File: config.mk
export PLATFORM = sky130hd
export DESIGN_NAME = uart_txf_top
export DESIGN_NICKNAME = d
export VERILOG_FILES = /design/src/rtl/uart_txf_pkg.sv /design/src/rtl/uart_txf_frame.sv /design/src/rtl/uart_txf_baud.sv /design/src/rtl/uart_txf_shift.sv /design/src/rtl/uart_txf_top.sv
export SDC_FILE = /design/constraint.sdc
export NUM_CORES = 1
export LEC_CHECK = 0
export ABC_CLOCK_PERIOD_IN_PS = 5300
export BUFFER_PORTS_ARGS = -buffer_cell sky130_fd_sc_hd__buf_2
export CORE_UTILIZATION = 35
export CTS_BUF_LIST = sky130_fd_sc_hd__clkbuf_8
export DETAILED_ROUTE_END_ITERATION = 7
export GPL_ROUTABILITY_DRIVEN = 0
export MAX_ROUTING_LAYER = met4
export PLACE_DENSITY_LB_ADDON = 0.25
export SYNTH_ARGS = -nofsm -noshare
export SYNTH_HDL_FRONTEND = slang
export SYNTH_SLANG_ARGS = --single-unit
File: constraint.sdc
create_clock -name clk -period 5.3 [get_ports clk]
set_clock_uncertainty 0.1 [all_clocks]
set_input_delay 1.325 -clock clk [delete_from_list [all_inputs] [get_ports clk]]
set_output_delay 1.325 -clock clk [all_outputs]
set_load 0.005 [all_outputs]
File: src/rtl/uart_txf_pkg.sv
package uart_txf_pkg;

  // Packed frame-format word; field order matches the line_cfg port bits.
  typedef struct packed {
    logic       ir_sel;    // [6] accepted, no effect
    logic [2:0] par_mode;  // [5:3] bit 5 enables parity
    logic       two_stop;  // [2]
    logic [1:0] len_sel;   // [1:0] data bits minus 5
  } line_cfg_t;

  localparam int BASE_LEN = 5;

endpackage

File: src/rtl/uart_txf_frame.sv
module uart_txf_frame
  import uart_txf_pkg::*;
#(
  parameter int DATA_W  = 8,
  parameter int FRAME_W = DATA_W + 4,
  parameter int LEN_W   = $clog2(FRAME_W + 1)
) (
  input  line_cfg_t           cfg,
  input  logic [DATA_W-1:0]   data,
  output logic [FRAME_W-1:0]  frame,
  output logic [LEN_W-1:0]    nbits
);

  int   dlen;
  logic ones;
  logic pbit;
  logic par_en;
  logic unused_ir;

  assign unused_ir = cfg.ir_sel;

  always_comb begin
    dlen   = int'(cfg.len_sel) + BASE_LEN;
    par_en = cfg.par_mode[2];
    ones   = 1'b0;
    frame  = '1;
    frame[0] = 1'b0;
    for (int i = 0; i < DATA_W; i++) begin
      if (i < dlen) begin
        frame[1+i] = data[i];
        ones       = ones ^ data[i];
      end
    end
    case (cfg.par_mode[1:0])
      2'b00:   pbit = ~ones;
      2'b01:   pbit = ones;
      2'b10:   pbit = 1'b1;
      default: pbit = 1'b0;
    endcase
    if (par_en) frame[1+dlen] = pbit;
    nbits = LEN_W'(1 + dlen + (par_en ? 1 : 0) + (cfg.two_stop ? 2 : 1));
  end

endmodule

File: src/rtl/uart_txf_baud.sv
module uart_txf_baud #(
  parameter int CNT_W = 17
) (
  input  logic             clk,
  input  logic             rst,
  input  logic             load,
  input  logic             run,
  input  logic [CNT_W-1:0] reload,
  output logic             tick
);

  logic [CNT_W-1:0] cnt;
  logic [CNT_W-1:0] per_q;

  always_ff @(posedge clk) begin
    if (rst) begin
      cnt   <= '0;
      per_q <= '0;
    end else if (load) begin
      per_q <= reload;
      cnt   <= reload - CNT_W'(1);
    end else if (run) begin
      if (cnt == '0) cnt <= per_q - CNT_W'(1);
      else           cnt <= cnt - CNT_W'(1);
    end
  end

  assign tick = run && (cnt == '0);

  // the down-counter never leaves the captured period window
  assert_cnt_window_R5: assert property (@(posedge clk) disable iff (rst)
    run |-> (cnt < per_q));

endmodule

File: src/rtl/uart_txf_shift.sv
module uart_txf_shift #(
  parameter int FRAME_W = 12,
  parameter int LEN_W   = 4
) (
  input  logic               clk,
  input  logic               rst,
  input  logic               accept,
  input  logic [FRAME_W-1:0] frame,
  input  logic [LEN_W-1:0]   nbits,
  input  logic               tick,
  output logic               tx_line,
  output logic               xmit_empty,
  output logic               buf_empty,
  output logic               busy,
  output logic               last
);

  logic [FRAME_W-1:0] shreg;
  logic [LEN_W-1:0]   left;

  always_ff @(posedge clk) begin
    if (rst) begin
      busy       <= 1'b0;
      tx_line    <= 1'b1;
      xmit_empty <= 1'b1;
      buf_empty  <= 1'b1;
      shreg      <= '1;
      left       <= '0;
    end else if (accept) begin
      busy       <= 1'b1;
      tx_line    <= frame[0];
      shreg      <= {1'b1, frame[FRAME_W-1:1]};
      left       <= nbits;
      xmit_empty <= 1'b0;
      buf_empty  <= 1'b0;
    end else if (tick) begin
      if (left == LEN_W'(1)) begin
        busy       <= 1'b0;
        tx_line    <= 1'b1;
        xmit_empty <= 1'b1;
        buf_empty  <= 1'b1;
        left       <= '0;
      end else begin
        tx_line <= shreg[0];
        shreg   <= {1'b1, shreg[FRAME_W-1:1]};
        left    <= left - LEN_W'(1);
      end
    end
  end

  assign last = busy && tick && (left == LEN_W'(1));

  // line rests high outside a frame
  assert_idle_high_R11: assert property (@(posedge clk) disable iff (rst)
    !busy |-> tx_line);

  // a frame always finishes on a high stop bit
  assert_stop_before_done_R3: assert property (@(posedge clk) disable iff (rst)
    $rose(xmit_empty) |-> $past(tx_line));

  // remaining bit count stays within one frame
  assert_left_bound_R2: assert property (@(posedge clk) disable iff (rst)
    left <= LEN_W'(FRAME_W));

endmodule

File: src/rtl/uart_txf_top.sv
module uart_txf_top
  import uart_txf_pkg::*;
#(
  parameter int DIV_W    = 16,
  parameter int FRAC_W   = 3,
  parameter int OVS_LOG2 = 4,
  parameter int DATA_W   = 8
) (
  input  logic              clk,
  input  logic              rst,
  input  logic [6:0]        line_cfg,
  input  logic [DIV_W-1:0]  baud_div,
  input  logic [FRAC_W-1:0] baud_frac,
  input  logic [DATA_W-1:0] tx_data,
  input  logic              tx_valid,
  output logic              tx_ready,
  output logic              tx_line,
  output logic              xmit_empty,
  output logic              buf_empty
);

  localparam int CNT_W   = DIV_W + 1;
  localparam int FRAME_W = DATA_W + 4;
  localparam int LEN_W   = $clog2(FRAME_W + 1);

  line_cfg_t          cfg;
  logic [DIV_W-1:0]   scaled;
  logic [CNT_W-1:0]   reload;
  logic [FRAME_W-1:0] frame;
  logic [LEN_W-1:0]   nbits;
  logic               cfg_ok;
  logic               accept;
  logic               busy;
  logic               last;
  logic               tick;

  assign cfg    = line_cfg_t'(line_cfg);
  assign scaled = baud_div << OVS_LOG2;
  assign reload = CNT_W'(scaled) + CNT_W'(baud_frac) + CNT_W'(1 << OVS_LOG2);
  assign cfg_ok = |baud_div;

  assign tx_ready = cfg_ok && (!busy || last);
  assign accept   = tx_valid && tx_ready;

  uart_txf_frame #(.DATA_W(DATA_W), .FRAME_W(FRAME_W), .LEN_W(LEN_W)) u_frame (
    .cfg   (cfg),
    .data  (tx_data),
    .frame (frame),
    .nbits (nbits)
  );

  uart_txf_baud #(.CNT_W(CNT_W)) u_baud (
    .clk    (clk),
    .rst    (rst),
    .load   (accept),
    .run    (busy),
    .reload (reload),
    .tick   (tick)
  );

  uart_txf_shift #(.FRAME_W(FRAME_W), .LEN_W(LEN_W)) u_shift (
    .clk        (clk),
    .rst        (rst),
    .accept     (accept),
    .frame      (frame),
    .nbits      (nbits),
    .tick       (tick),
    .tx_line    (tx_line),
    .xmit_empty (xmit_empty),
    .buf_empty  (buf_empty),
    .busy       (busy),
    .last       (last)
  );

  // an accepted byte starts the start bit and clears both flags
  assert_accept_start_R7: assert property (@(posedge clk) disable iff (rst)
    accept |=> (!tx_line && !xmit_empty && !buf_empty));

  // an idle, unconfigured line never starts a frame
  assert_unconfig_idle_R6: assert property (@(posedge clk) disable iff (rst)
    (!busy && baud_div == '0) |=> (!busy && tx_line));

endmodule

### Word-level counts from Yosys, hierarchy flattened

Cells that the tools add are included.

* $add $sub $neg: 10
* order comparisons: 10
* equal/unequal tests: 4
* multiplexer cells: 41
* bitwise operators: 8
* reduce and logical (&&, ||, !) cells: 16

Operators by type and width (number)
* 4-bit by 32-bit less-than comparator with 1-bit output (first input constant): 4
* 3-bit by 32-bit less-than comparator with 1-bit output (first input constant): 2
* 17-bit 2-to-1 mux: 3
* 17-bit by 1-bit subtractor with 17-bit output (second input constant): 3
* 11-bit 2-to-1 mux: 3
* 32-bit by 1-bit greater-or-equal comparator with 1-bit output (second input constant): 1
* 1-bit by 32-bit less-than comparator with 1-bit output (first input constant): 1
* 2-bit by 32-bit less-than comparator with 1-bit output (first input constant): 1
* 32-bit by 6-bit less-than comparator with 1-bit output (second input constant): 1
* 1-bit 2-to-1 mux: 27
* 16-bit by 3-bit adder with 17-bit output: 1
* 17-bit by 5-bit adder with 17-bit output (second input constant): 1
* 17-bit zero test: 1
* 16-bit OR reduction: 1
* 12-bit bitwise mux: 1
* 12-bit 2-to-1 mux: 1
* 4-bit 2-to-1 mux: 3
* 4-bit adder: 2
* 1-bit bitwise XOR: 7
* 1-bit logical AND: 6
* 2-bit nonzero test: 3
* 1-bit by 4-bit adder with 5-bit output (first input constant): 1
* 2-bit by 3-bit adder with 4-bit output (second input constant): 1
* 1-bit demux with 4-bit select: 1
* 12 further kinds: 13

* register bits after elaboration: 52
* input port bits: 37
* output and inout port bits: 4
* word-level logic and storage cells: 96

### Longest topological paths before layout

* depth after elaboration: 22
* mapped depth: 17
* mapped depth without buffers: 13

### Modules after synthesis

From an unflattened synthesis, not the netlist that was laid out.

* cell total of the unflattened synthesis: 486
* area, all modules: 3860.0 sq um

By module, submodules not included
* uart_txf_baud: instances 1, cells an instance 272, area an instance 2068.2 sq um
* uart_txf_shift: instances 1, cells an instance 108, area an instance 989.7 sq um
* uart_txf_frame: instances 1, cells an instance 63, area an instance 500.5 sq um
* uart_txf_top: instances 1, cells an instance 43, area an instance 301.5 sq um

### Worst setup path after synthesis

No wires, ideal clock.

* path kind: in2reg
* start: input port baud_div[0]
* end: register u_baud.cnt[8]
* arrival: 4697 ps
* data required time: 5121 ps
* setup slack: 424 ps
* cell stages on the path: 17
* path through: clkbuf_1 > inv_1 > ha_1 > and4b_1 > a31o_2 > clkbuf_1 > nor2_1 > clkbuf_1 > buf_2 > buf_2 > o21a_1 > ha_1 > nor2b_1 > nand4_1 > a222oi_1 > xnor2_1 > a211oi_2

* word-level cells in the longest chain between the ends: 4
* elaborated cells between the ends (all ways): 8
* classes of those cells: 3 x add/sub; 1 x mux; 4 x reduce/logical

Ends and longest elaborated chain
* start: declaration: line uart_txf_top.sv:12 `input logic [DIV_W-1:0] baud_div,`
* 16-bit by 3-bit adder with 17-bit output: line uart_txf_top.sv:39 `assign reload = CNT_W'(scaled) + CNT_W'(baud_frac) + CNT_W'(1 << OVS_LOG2);`
* 17-bit by 5-bit adder with 17-bit output: line uart_txf_top.sv:39
* via reload[4]: line uart_txf_top.sv:28 `logic [CNT_W-1:0] reload;`
* 17-bit by 1-bit subtractor with 17-bit output: line uart_txf_baud.sv:21 `cnt <= reload - CNT_W'(1);`
* 17-bit 2-to-1 mux: line uart_txf_baud.sv:19 `end else if (load) begin`
* end signal: assignment: line uart_txf_baud.sv:21
* end signal: assignment: line uart_txf_baud.sv:23 `if (cnt == '0) cnt <= per_q - CNT_W'(1);`
* end signal: assignment: line uart_txf_baud.sv:24 `else cnt <= cnt - CNT_W'(1);`
* end: declaration: line uart_txf_baud.sv:12 `logic [CNT_W-1:0] cnt;`

The timed path passes the listed nets, and every way through them passes these cells.
A chain may end at the register's enable or synchronous reset.

### Worst setup path after layout

* start: input port baud_div[0]
* end: register u_baud.cnt[14]

Same word-level chain as after synthesis.

==> results.sh <==
export IMPL_r2r_start="u_baud.cnt[12]"
export IMPL_grt_pass1_wl_um=16200
export IMPL_worstRegToRegCells=13
export IMPL_area_growth_synth_to_final_pct=10.1
export IMPL_crit_type="in2reg"
export IMPL_num_rows=36
export IMPL_dieHeight_um=104
export IMPL_min_delay_path_depth=2
export IMPL_yosys_warnings=0
export IMPL_firstDrtPassIters=8
export IMPL_antenna_found_initial=0
export IMPL_place_inst=612
export IMPL_cts_buffers=5
export IMPL_peakVddDrop_mv=0.111
export IMPL_postRouteAntennaNets=0
export IMPL_ys_flop_type="dfxtp_1"
export IMPL_critPathRequiredTime_ns=5.42
export IMPL_worst_pin_slew_ns=0.964
export IMPL_met3_usage_pct=2.44
export IMPL_grt_pass1_vias=3334
export IMPL_post_cts_buffers=0
export IMPL_synth_cells=468
export IMPL_grtUsageMet1_pct=23.9
export IMPL_max_freq_mhz=237
export IMPL_reg2reg_to="u_baud.cnt[14]"
export IMPL_postSynthAreaPerCell_um2=7.81
export IMPL_max_slew_margin_pct=35.7
export IMPL_cts_hold_buf=0
export IMPL_mostFrequentLayoutCells="dfxtp_1 (51), nor2_1 (48), buf_2 (39)"
export IMPL_setup_violations=0
export IMPL_via_per_inst=5.78
export IMPL_cts_max_path_buffers=2
export IMPL_cp_arrival_ns=4.35
export IMPL_preCtsSetupSlack_ns=0.757
export IMPL_gr_total_overflow=0
export IMPL_outcome="complete, no violations"
export IMPL_netlist_area_um2=3660
export IMPL_rrSetupSlack_ns=1.45
export IMPL_insertion_delay_ns=0.31
export IMPL_hold_end="u_baud.per_q[16]"
export IMPL_yosys_register_bits=51
export IMPL_ys_seq_area_share_pct=27.9
export IMPL_timing_final_crit_share_pct=79.7
export IMPL_finalNetCount=541
export IMPL_portBuffers=39
export IMPL_grt_usage_pct=18.5
export IMPL_layout_commonest_cell="dfxtp_1"
export IMPL_fin_hold_ws_ns=0.360
export IMPL_clk_pin_slew_ns=0.10
export IMPL_rsz0062_at_grt="false"
export IMPL_cts_root_buffer="clkbuf_8"
export IMPL_cts_tree="yes"
export IMPL_use_met2_pct=30.4
export IMPL_timing_final_ws_setup_ns=1.07
export IMPL_synth_cell_types=65
export IMPL_drive_gt1_share_pct=14.2
export IMPL_yosys_area_top_type_share_pct=27.9
export IMPL_drtIter0Drc=213
export IMPL_h_tree_depth=2
export IMPL_wl_per_cell_um=15.5
export IMPL_busiest_layer="met2"
export IMPL_cts_resized_gates=0
export IMPL_antenna_cells=0
export IMPL_tns_ns=0
export IMPL_slew_viol_final=0
export IMPL_crit_fanout=14
export IMPL_ys_top_cells_by_area="dfxtp_1 (28%), ha_1 (5.5%), nor2_1 (5.0%)"
export IMPL_core_um2=9950
export IMPL_drc=0
export IMPL_startpoint_type="primary input"
export IMPL_syn_nets=523
export IMPL_synth_edf_count=0
export IMPL_layout_cells_non_filler=620
export IMPL_synth_area_leader_cell="dfxtp_1"
export IMPL_maxCapViolations=0
export IMPL_hp_class="reg2reg"
export IMPL_dieArea_um2=10900
export IMPL_p_leak_nw=1.56
export IMPL_end_kind="flip-flop"
export IMPL_powerDensity_nw_per_um2=251
export IMPL_finalHoldViolations=0
export IMPL_ioPinCount=41
export IMPL_grt_max_degree=53
export IMPL_wl_um=9630
export IMPL_hp_start="u_baud.per_q[16]"
export IMPL_hpwlAfterDp_um=7030
export IMPL_vias=3582
export IMPL_async_reset_ff_share_pct=0
export IMPL_die_w_um=104
export IMPL_fin_crit_ns=4.23
export IMPL_initial_core_util_pct=36.7
export IMPL_cts_sinks=51
[metal layers]
metal / vias to the layer above / share of wire, %
li1: 1785 / -
met1: 1717 / 48
met2: 68 / 48
met3: 12 / 3.1
met4: 0 / 1.1
met5: - / 0
[power breakdown]
| group | leakage (nW) | internal [mW] | switching (mW) |
|---|---|---|---|
| clock network | 0.0402 | 0.0923 | 0.141 |
| registers | 0.422 | 0.420 | 0.0316 |
| logic | 1.10 | 0.135 | 0.191 |
[Yosys cell counts, types with 5 or more instances]
cell / count
a31oi_1: 6
dfxtp_1: 51
nor2_1: 49
xor2_1: 7
o211ai_1: 13
a21o_1: 10
nand2_1: 36
nand4_1: 14
a21oi_1: 32
clkbuf_1: 28
nor3_1: 26
inv_1: 15
a221oi_1: 10
ha_1: 16
nand3_1: 15
o21ai_0: 7
buf_2: 7
xnor2_1: 15
o21ai_1: 6
nor4_1: 5
a311oi_1: 10
a211oi_1: 8
and3_1: 5
[worst max-delay path by stage]
stage / startpoint / end / depth (start not counted)
global placement: baud_div[0] / u_baud.cnt[14] / 13
CTS: baud_div[0] / u_baud.cnt[14] / 13
global route: baud_div[7] / u_baud.cnt[14] / 12
detailed placement: baud_div[0] / u_baud.cnt[14] / 13
finish: baud_div[0] / u_baud.cnt[14] / 13
floorplan: baud_div[0] / u_baud.cnt[8] / 17
[registers in the layout, indices dropped and copies added (netlist names)]
| signal | count |
|---|---|
| u_baud.per_q | 16 |
| u_shift.shreg | 11 |
| u_baud.cnt | 17 |
| u_shift.xmit_empty | 1 |
| u_shift.tx_line | 1 |
| u_shift.left | 4 |
| u_shift.busy | 1 |
[kinds of logic (layout without fill, tap and decap cells)]
kind of cell	Yosys count	in the layout	share of synthesized area (%)
buffers and inverters	52	71	5.68
AND/OR/NAND/NOR	179	179	24.8
XOR/XNOR	23	23	5.89
multiplexers	5	5	1.40
AO/OA/AOI/OAI	140	140	27.8
flip-flops	51	51	27.9
adder cells (fa/ha/maj)	18	18	6.57
[layout make-up]
type / instances / area [µm²]
fill: 1027 / 5930
timing repair buffer: 48 / 263
inverter: 15 / 56.3
sequential: 51 / 1020
clock buffer: 5 / 68.8
multi-input combinational: 365 / 2430
tap: 133 / 166
clock inverter: 3 / 20.0
[worst max-delay path, cell delays in order]
cell and delay (ns):
buf_2 0.22, inv_1 0.07, ha_1 0.19, and4b_1 0.23
a31o_2 0.36, nor2_2 0.24, o21a_1 0.16, ha_1 0.23
nor2b_1 0.21, nand4_1 0.18, a22oi_2 0.50, o211ai_1 0.16
a311oi_1 0.26
[per-stage QoR]
step           area [µm²]  utilization [%]  power [mW]
2_1_floorplan        3660                -       0.698
3_3_place_gp         3940             39.5       0.778
3_5_place_dp         3940             39.5       0.785
4_1_cts              4030             40.4        1.02
5_1_grt              4030             40.4        1.08
6_report             4030             40.4        1.01
No activity file was read; power rests on OpenSTA's default activity.
